$ cat config.mk
export PLATFORM = sky130hd
export DESIGN_NAME = halfunit_vend_ctrl
export DESIGN_NICKNAME = d
export VERILOG_FILES = /design/src/rtl/vend_pkg.sv /design/src/rtl/vend_coin_decode.sv /design/src/rtl/vend_credit_core.sv /design/src/rtl/vend_out_reg.sv /design/src/rtl/halfunit_vend_ctrl.sv
export SDC_FILE = /design/constraint.sdc
export NUM_CORES = 1
export LEC_CHECK = 0
export BUFFER_PORTS_ARGS = -buffer_cell sky130_fd_sc_hd__buf_2
export CELL_PAD_IN_SITES_DETAIL_PLACEMENT = 0
export CELL_PAD_IN_SITES_GLOBAL_PLACEMENT = 1
export CORE_MARGIN = 2
export CORE_UTILIZATION = 45
export DETAILED_ROUTE_END_ITERATION = 16
export PLACE_DENSITY_LB_ADDON = 0.1
export SYNTH_ARGS = -nofsm -noshare
export SYNTH_HDL_FRONTEND = slang
export SYNTH_HIERARCHICAL = 1
export SYNTH_SLANG_ARGS = --single-unit
$ cat constraint.sdc
create_clock -name clk -period 7.5 [get_ports clk]
set_input_delay 1.5 -clock clk [delete_from_list [all_inputs] [get_ports clk]]
set_output_delay 1.5 -clock clk [all_outputs]
set_load 0.01 [all_outputs]
$ cat src/rtl/vend_pkg.sv
package vend_pkg;

    typedef enum logic [1:0] {
        COIN_NONE  = 2'b00,
        COIN_HALF  = 2'b01,
        COIN_WHOLE = 2'b10,
        COIN_BAD   = 2'b11
    } coin_code_e;

    localparam int HALVES_PER_HALF  = 1;
    localparam int HALVES_PER_WHOLE = 2;

endpackage

$ cat src/rtl/vend_coin_decode.sv
module vend_coin_decode #(
    parameter int VAL_W = 2
) (
    input  logic             valid_i,
    input  logic [1:0]       code_i,
    output logic [VAL_W-1:0] halves_o
);
    import vend_pkg::*;

    always_comb begin
        halves_o = '0;
        if (valid_i) begin
            case (code_i)
                COIN_HALF:  halves_o = VAL_W'(HALVES_PER_HALF);
                COIN_WHOLE: halves_o = VAL_W'(HALVES_PER_WHOLE);
                default:    halves_o = '0;
            endcase
        end
    end

endmodule

$ cat src/rtl/vend_credit_core.sv
module vend_credit_core #(
    parameter int PRICE_HALVES = 5,
    parameter int VAL_W        = 2,
    parameter int CHANGE_W     = 2
) (
    input  logic                    clk,
    input  logic                    rst,
    input  logic [VAL_W-1:0]        coin_halves_i,
    output logic [PRICE_HALVES-1:0] state_q,
    output logic                    buy_o,
    output logic [CHANGE_W-1:0]     change_o
);
    localparam int STATE_W = PRICE_HALVES;
    localparam int IDX_W   = (PRICE_HALVES > 1) ? $clog2(PRICE_HALVES) : 1;
    localparam int SUM_W   = $clog2(PRICE_HALVES + (1 << VAL_W));
    localparam logic [STATE_W-1:0] ZERO_CREDIT = STATE_W'(1);

    typedef struct packed {
        logic [STATE_W-1:0]  state;
        logic                buy;
        logic [CHANGE_W-1:0] change;
    } core_next_t;

    core_next_t          nx_d;
    logic [IDX_W-1:0]    idx;
    logic                legal;
    logic [SUM_W-1:0]    sum;

    always_comb begin
        idx = '0;
        for (int i = 0; i < STATE_W; i++) begin
            if (state_q[i]) idx = idx | IDX_W'(i);
        end
        legal = ($countones(state_q) == 1);
        sum   = SUM_W'(idx) + SUM_W'(coin_halves_i);

        nx_d.state  = state_q;
        nx_d.buy    = 1'b0;
        nx_d.change = '0;
        if (!legal) begin
            nx_d.state = ZERO_CREDIT;
        end else if (coin_halves_i != '0) begin
            if (sum >= SUM_W'(PRICE_HALVES)) begin
                nx_d.buy    = 1'b1;
                nx_d.change = CHANGE_W'(sum - SUM_W'(PRICE_HALVES));
                nx_d.state  = ZERO_CREDIT;
            end else begin
                nx_d.state = ZERO_CREDIT << sum;
            end
        end
    end

    always_ff @(posedge clk or posedge rst) begin
        if (rst) state_q <= ZERO_CREDIT;
        else     state_q <= nx_d.state;
    end

    assign buy_o    = nx_d.buy;
    assign change_o = nx_d.change;

endmodule

$ cat src/rtl/vend_out_reg.sv
module vend_out_reg #(
    parameter int CHANGE_W = 2
) (
    input  logic                clk,
    input  logic                rst,
    input  logic                buy_i,
    input  logic [CHANGE_W-1:0] change_i,
    output logic                dispense_q,
    output logic [CHANGE_W-1:0] change_q
);
    typedef struct packed {
        logic                dispense;
        logic [CHANGE_W-1:0] change;
    } out_t;

    out_t out_d;

    always_comb begin
        out_d.dispense = buy_i;
        out_d.change   = buy_i ? change_i : '0;
    end

    always_ff @(posedge clk or posedge rst) begin
        if (rst) begin
            dispense_q <= 1'b0;
            change_q   <= '0;
        end else begin
            dispense_q <= out_d.dispense;
            change_q   <= out_d.change;
        end
    end

endmodule

$ cat src/rtl/halfunit_vend_ctrl.sv
module halfunit_vend_ctrl #(
    parameter int PRICE_HALVES = 5,
    parameter int CHANGE_W     = 2
) (
    input  logic                clk,
    input  logic                rst,
    input  logic                coin_valid_i,
    input  logic [1:0]          coin_code_i,
    output logic                dispense_o,
    output logic [CHANGE_W-1:0] change_o
);
    localparam int VAL_W = 2;

    logic [VAL_W-1:0]        coin_halves;
    logic [PRICE_HALVES-1:0] credit_state;
    logic                    buy_c;
    logic [CHANGE_W-1:0]     change_c;

    vend_coin_decode #(.VAL_W(VAL_W)) u_decode (
        .valid_i  (coin_valid_i),
        .code_i   (coin_code_i),
        .halves_o (coin_halves)
    );

    vend_credit_core #(
        .PRICE_HALVES (PRICE_HALVES),
        .VAL_W        (VAL_W),
        .CHANGE_W     (CHANGE_W)
    ) u_core (
        .clk           (clk),
        .rst           (rst),
        .coin_halves_i (coin_halves),
        .state_q       (credit_state),
        .buy_o         (buy_c),
        .change_o      (change_c)
    );

    vend_out_reg #(.CHANGE_W(CHANGE_W)) u_out (
        .clk        (clk),
        .rst        (rst),
        .buy_i      (buy_c),
        .change_i   (change_c),
        .dispense_q (dispense_o),
        .change_q   (change_o)
    );

endmodule

**After elaboration in Yosys (flattened, before gate mapping)**

Index checks and enable logic that the tools add are counted.

- Shifts and indexed selects: 1
- Add/subtract/negate cells: 6
- Reduce and logical (&&, ||, !) cells: 1
- Eq/ne operators: 4
- Magnitude comparators: 1
- Mux-type cells: 12

Operators with widths:

| cell | number |
|---|---|
| $add 32x1->32 | 1 |
| $add 32x32->32 | 1 |
| $eq 32x2->1 const B | 1 |
| $mux 5 | 2 |
| $mux 3 | 3 |
| $mux 2 | 4 |
| $mux 8 | 1 |
| $shl 1x4->5 const A | 1 |
| $add 1x1->2 | 2 |
| $add 3x2->4 | 1 |
| $ge 4x3->1 const B | 1 |
| $pmux 2 s2 | 1 |
| $eq 2x1->1 const B | 1 |
| $eq 2x2->1 const B | 1 |
| $ne 2x2->1 const B | 1 |
| $reduce_bool 2->1 | 1 |
| $sub 2x1->2 const B | 1 |
| $mux 1 | 1 |

- Logic and storage cells: 28
- Flip-flop bits (word level): 8
- Output and inout bits: 3
- Input bits: 5

**Logic depth before layout (Yosys ltp)**

- Depth after elaboration: 10
- Gate-level depth with buffers: 11
- Mapped depth without buffers: 10

**By module**

Netlist, hierarchy kept.

Modules (own cells, without submodules):

| module | seq. area each (um^2) | cells an instance | instances | area an instance (um^2) |
|---|---|---|---|---|
| vend_credit_core | 126.4 | 53 | 1 | 534.3 |
| vend_out_reg | 75.1 | 6 | 1 | 91.3 |
| vend_coin_decode | 0.0 | 2 | 1 | 17.5 |

**Least setup slack after synthesis**

Ideal clock, no wire load.

- Path type: in2reg
- From: in coin_code_i[1]
- To: reg u_out.change_q[0]
- Path buffers: 1
- Data arrival time: 3,458 ps
- Setup time: 119 ps
- Stages: 11
- Slack: 3,923 ps
- Required time: 7,381 ps
- Cell sequence: and3b_1 -> ha_1 -> inv_1 -> fa_1 -> ha_1 -> nor2b_1 -> nor2_1 -> o21ai_2 -> nor3_1 -> buf_4 -> and2_1

RTL lines:

| what | line | source |
|---|---|---|
| start: declaration | halfunit_vend_ctrl.sv:8 | `input logic [1:0] coin_code_i,` |
| end signal: assignment | vend_out_reg.sv:29 | `change_q <= out_d.change;` |
| end: declaration | vend_out_reg.sv:9 | `output logic [CHANGE_W-1:0] change_q` |

==> flow_summary.toml <==
[status]
status = "completed"

[detailed_routing]
ant_nets = 0
viasPerCell = 4.99
wl_um = 1050
dr.first_iter.drc_count = 0
via_count = 424
drc = 0
drtPass1Iterations = 1
wl_per_cell_um = 12.4

[finish]
num_antenna_cells = 0
num-nets-final = 87
area_delta_synth_final_pct = 10.1
drive_gt1_frac = 0.300
utilization = 0.538

[placed_design]
gp_congestion = 0.735
dpl.hpwl_um = 925
port_buffers = 7

[synth]
yosysWarnings = 6
synth_area_leaders = "dfrtp_1 27%, ha_1 16%, fa_1 9.3%, inv_1 4.7%, dfstp_2 4.1%"
synthTopCellsByCount = "8 x ha_1, 8 x inv_1, 7 x dfrtp_1"
ys_ff_latch = 8
synth_largest_area_cell = "dfrtp_1"
synth_edf_count = 0
synthFlopType = "dfrtp_1"
syn-cell-area_um2 = 643
avgSynthCellArea_um2 = 10.5
synth_cells = 61
synth.top_cell.area_share = 0.272
yosysSeqAreaShare = 0.313
syn_nets = 77
async_flop_share = 1.00
post_synth_num_cell_types = 24

[worst_setup_path]
worstPathArrival_ns = 3.66
required_ns = 7.65
ff2ff_path_depth = 10
setup.worst_path.start_class = "primary input"
worstPathMaxFanout = 5
critical_path_class = "primary input to flip-flop"
r2r_start = "u_core/state_q[3]"
endpoint_kind = "flip-flop"
crit_start = "coin_code_i[1]"

[clock_tree]
clock_tree.root_cell = "clkbuf_4"
cts_resized = 0
cts.clk_slew.worst_paths_ns = 0.06
ctsHoldBuffers = 0
cts.path.max_buffers = 2
htree_levels = 1
cts_buffers = 3
clk-insertion-delay-late_ns = 0.26
cts_setup_buffers = 0
clock-sinks = 8
cts_tree = "yes"

[power]
ir_worst_vdd_v = 0.000143
p_per_area_nw_per_um2 = 326
p_leak_nw = 0.373

[die]
die-area_um2 = 1750
pin_count = 8
row_count = 13
die_height_um = 41.8
initial_utilization = 0.488
die_w_um = 41.8
coreArea_um2 = 1320

[job]
drv_cap = 0

[sta]
fmax_mhz = 285
hold_viol = 0
slew_viol_final = 0
tns_ns = 0
rsz0062_at_grt = "false"
period_needed_ns = 3.51
period_share = 0.468
finalSetupViolCount = 0
worstMarginPinSlew_ns = 0.458
finClkSkew_ns = 0.0149
slew_headroom = 0.693

[global_route]
grt_max_degree = 7
gr-usage-all-layers = 0.153
grt_pass1_vias = 410
grt.overflow.total = 0
grt_pass1_wl_um = 1870
antenna_found_initial = 0

[min_path]
hold_path_depth = 1
hold_path.class = "flip-flop to flip-flop"
min_from = "u_core/state_q[1]"
## per-stage QoR
| stage | hold WS (ns) | area, um2 | setup slack [ns] | cells | power [mW] |
|---|---|---|---|---|---|
| global placement | 0.555 | 682 | 3.75 | 81 | 0.196 |
| CTS | 0.571 | 708 | 3.98 | 85 | 0.235 |
| floorplan | 0.503 | 643 | 3.92 | 61 | 0.169 |
| finish | 0.569 | 708 | 3.99 | 85 | 0.231 |
| detailed placement | 0.560 | 682 | 3.72 | 81 | 0.198 |
| global route | 0.595 | 708 | 3.82 | 85 | 0.256 |
## power by group
part	internal [mW]	switching, mW
Combinational	0.0621	0.0745
Clock	0.0204	0.0151
Sequential	0.0510	0.00786
## path summary, 6_finish.rpt
check	end	slack [ns]
max reg2reg	u_out/change_q[1]	4.89
max	u_out/change_q[1]	3.99
max in group asynchronous	u_core/state_q[0]	6.12
min	u_core/state_q[1]	0.57
min in group asynchronous	u_out/change_q[0]	1.10
min reg2reg	u_core/state_q[1]	0.57
## logic make-up after synthesis
logic type               synth area share
adder cells (fa/ha/maj)             0.249
AO/OA/AOI/OAI                       0.138
buffers and inverters              0.0700
flip-flops                          0.313
XOR/XNOR                           0.0136
AND/OR/NAND/NOR                     0.216
## flip-flops by register name (all words and copies together) (netlist names)
register          cells
u_out/dispense_q      1
u_out/change_q        2
u_core/state_q        5
## routing by layer
layer	wire length [um]	vias to the layer above	GRT usage
li1	-	216	-
met5	0	-	0
met4	19	0	0.116
met2	501	4	0.200
met3	25	2	0.0522
met1	506	202	0.203
## cell usage in the layout (no fill, tap or decap), drive strengths merged
master and count:
and3 1, fa 3, nor3 2, clkbuf 4, nor3b 1, ha 8
and3b 2, buf 7, nor2b 5, dfstp 1, nor2 5, a21oi 3
and2 3, dfrtp 7, or2 2, inv 8, xnor2 1, a41o 1
a22o 3, o21ai 3
## area by class of cell
class / instances / area [um2]
Timing Repair Buffer: 7 / 35.0
Inverter: 8 / 30.0
Clock buffer: 4 / 26.3
Sequential cell: 8 / 201
Multi-Input combinational cell: 43 / 397
Tap cell: 15 / 18.8
Fill cell: 134 / 609
## worst max-delay path, stage by stage
cell     delay, ns
buf_2         0.10
and3b_1       0.24
ha_1          0.24
inv_1         0.07
fa_1          0.50
ha_1          0.24
nor2b_1       0.21
nor2_1        0.08
o21ai_2       0.21
nor2_1        0.09
and2_1        0.16
Note: power is estimated with default switching activity, not from simulation.
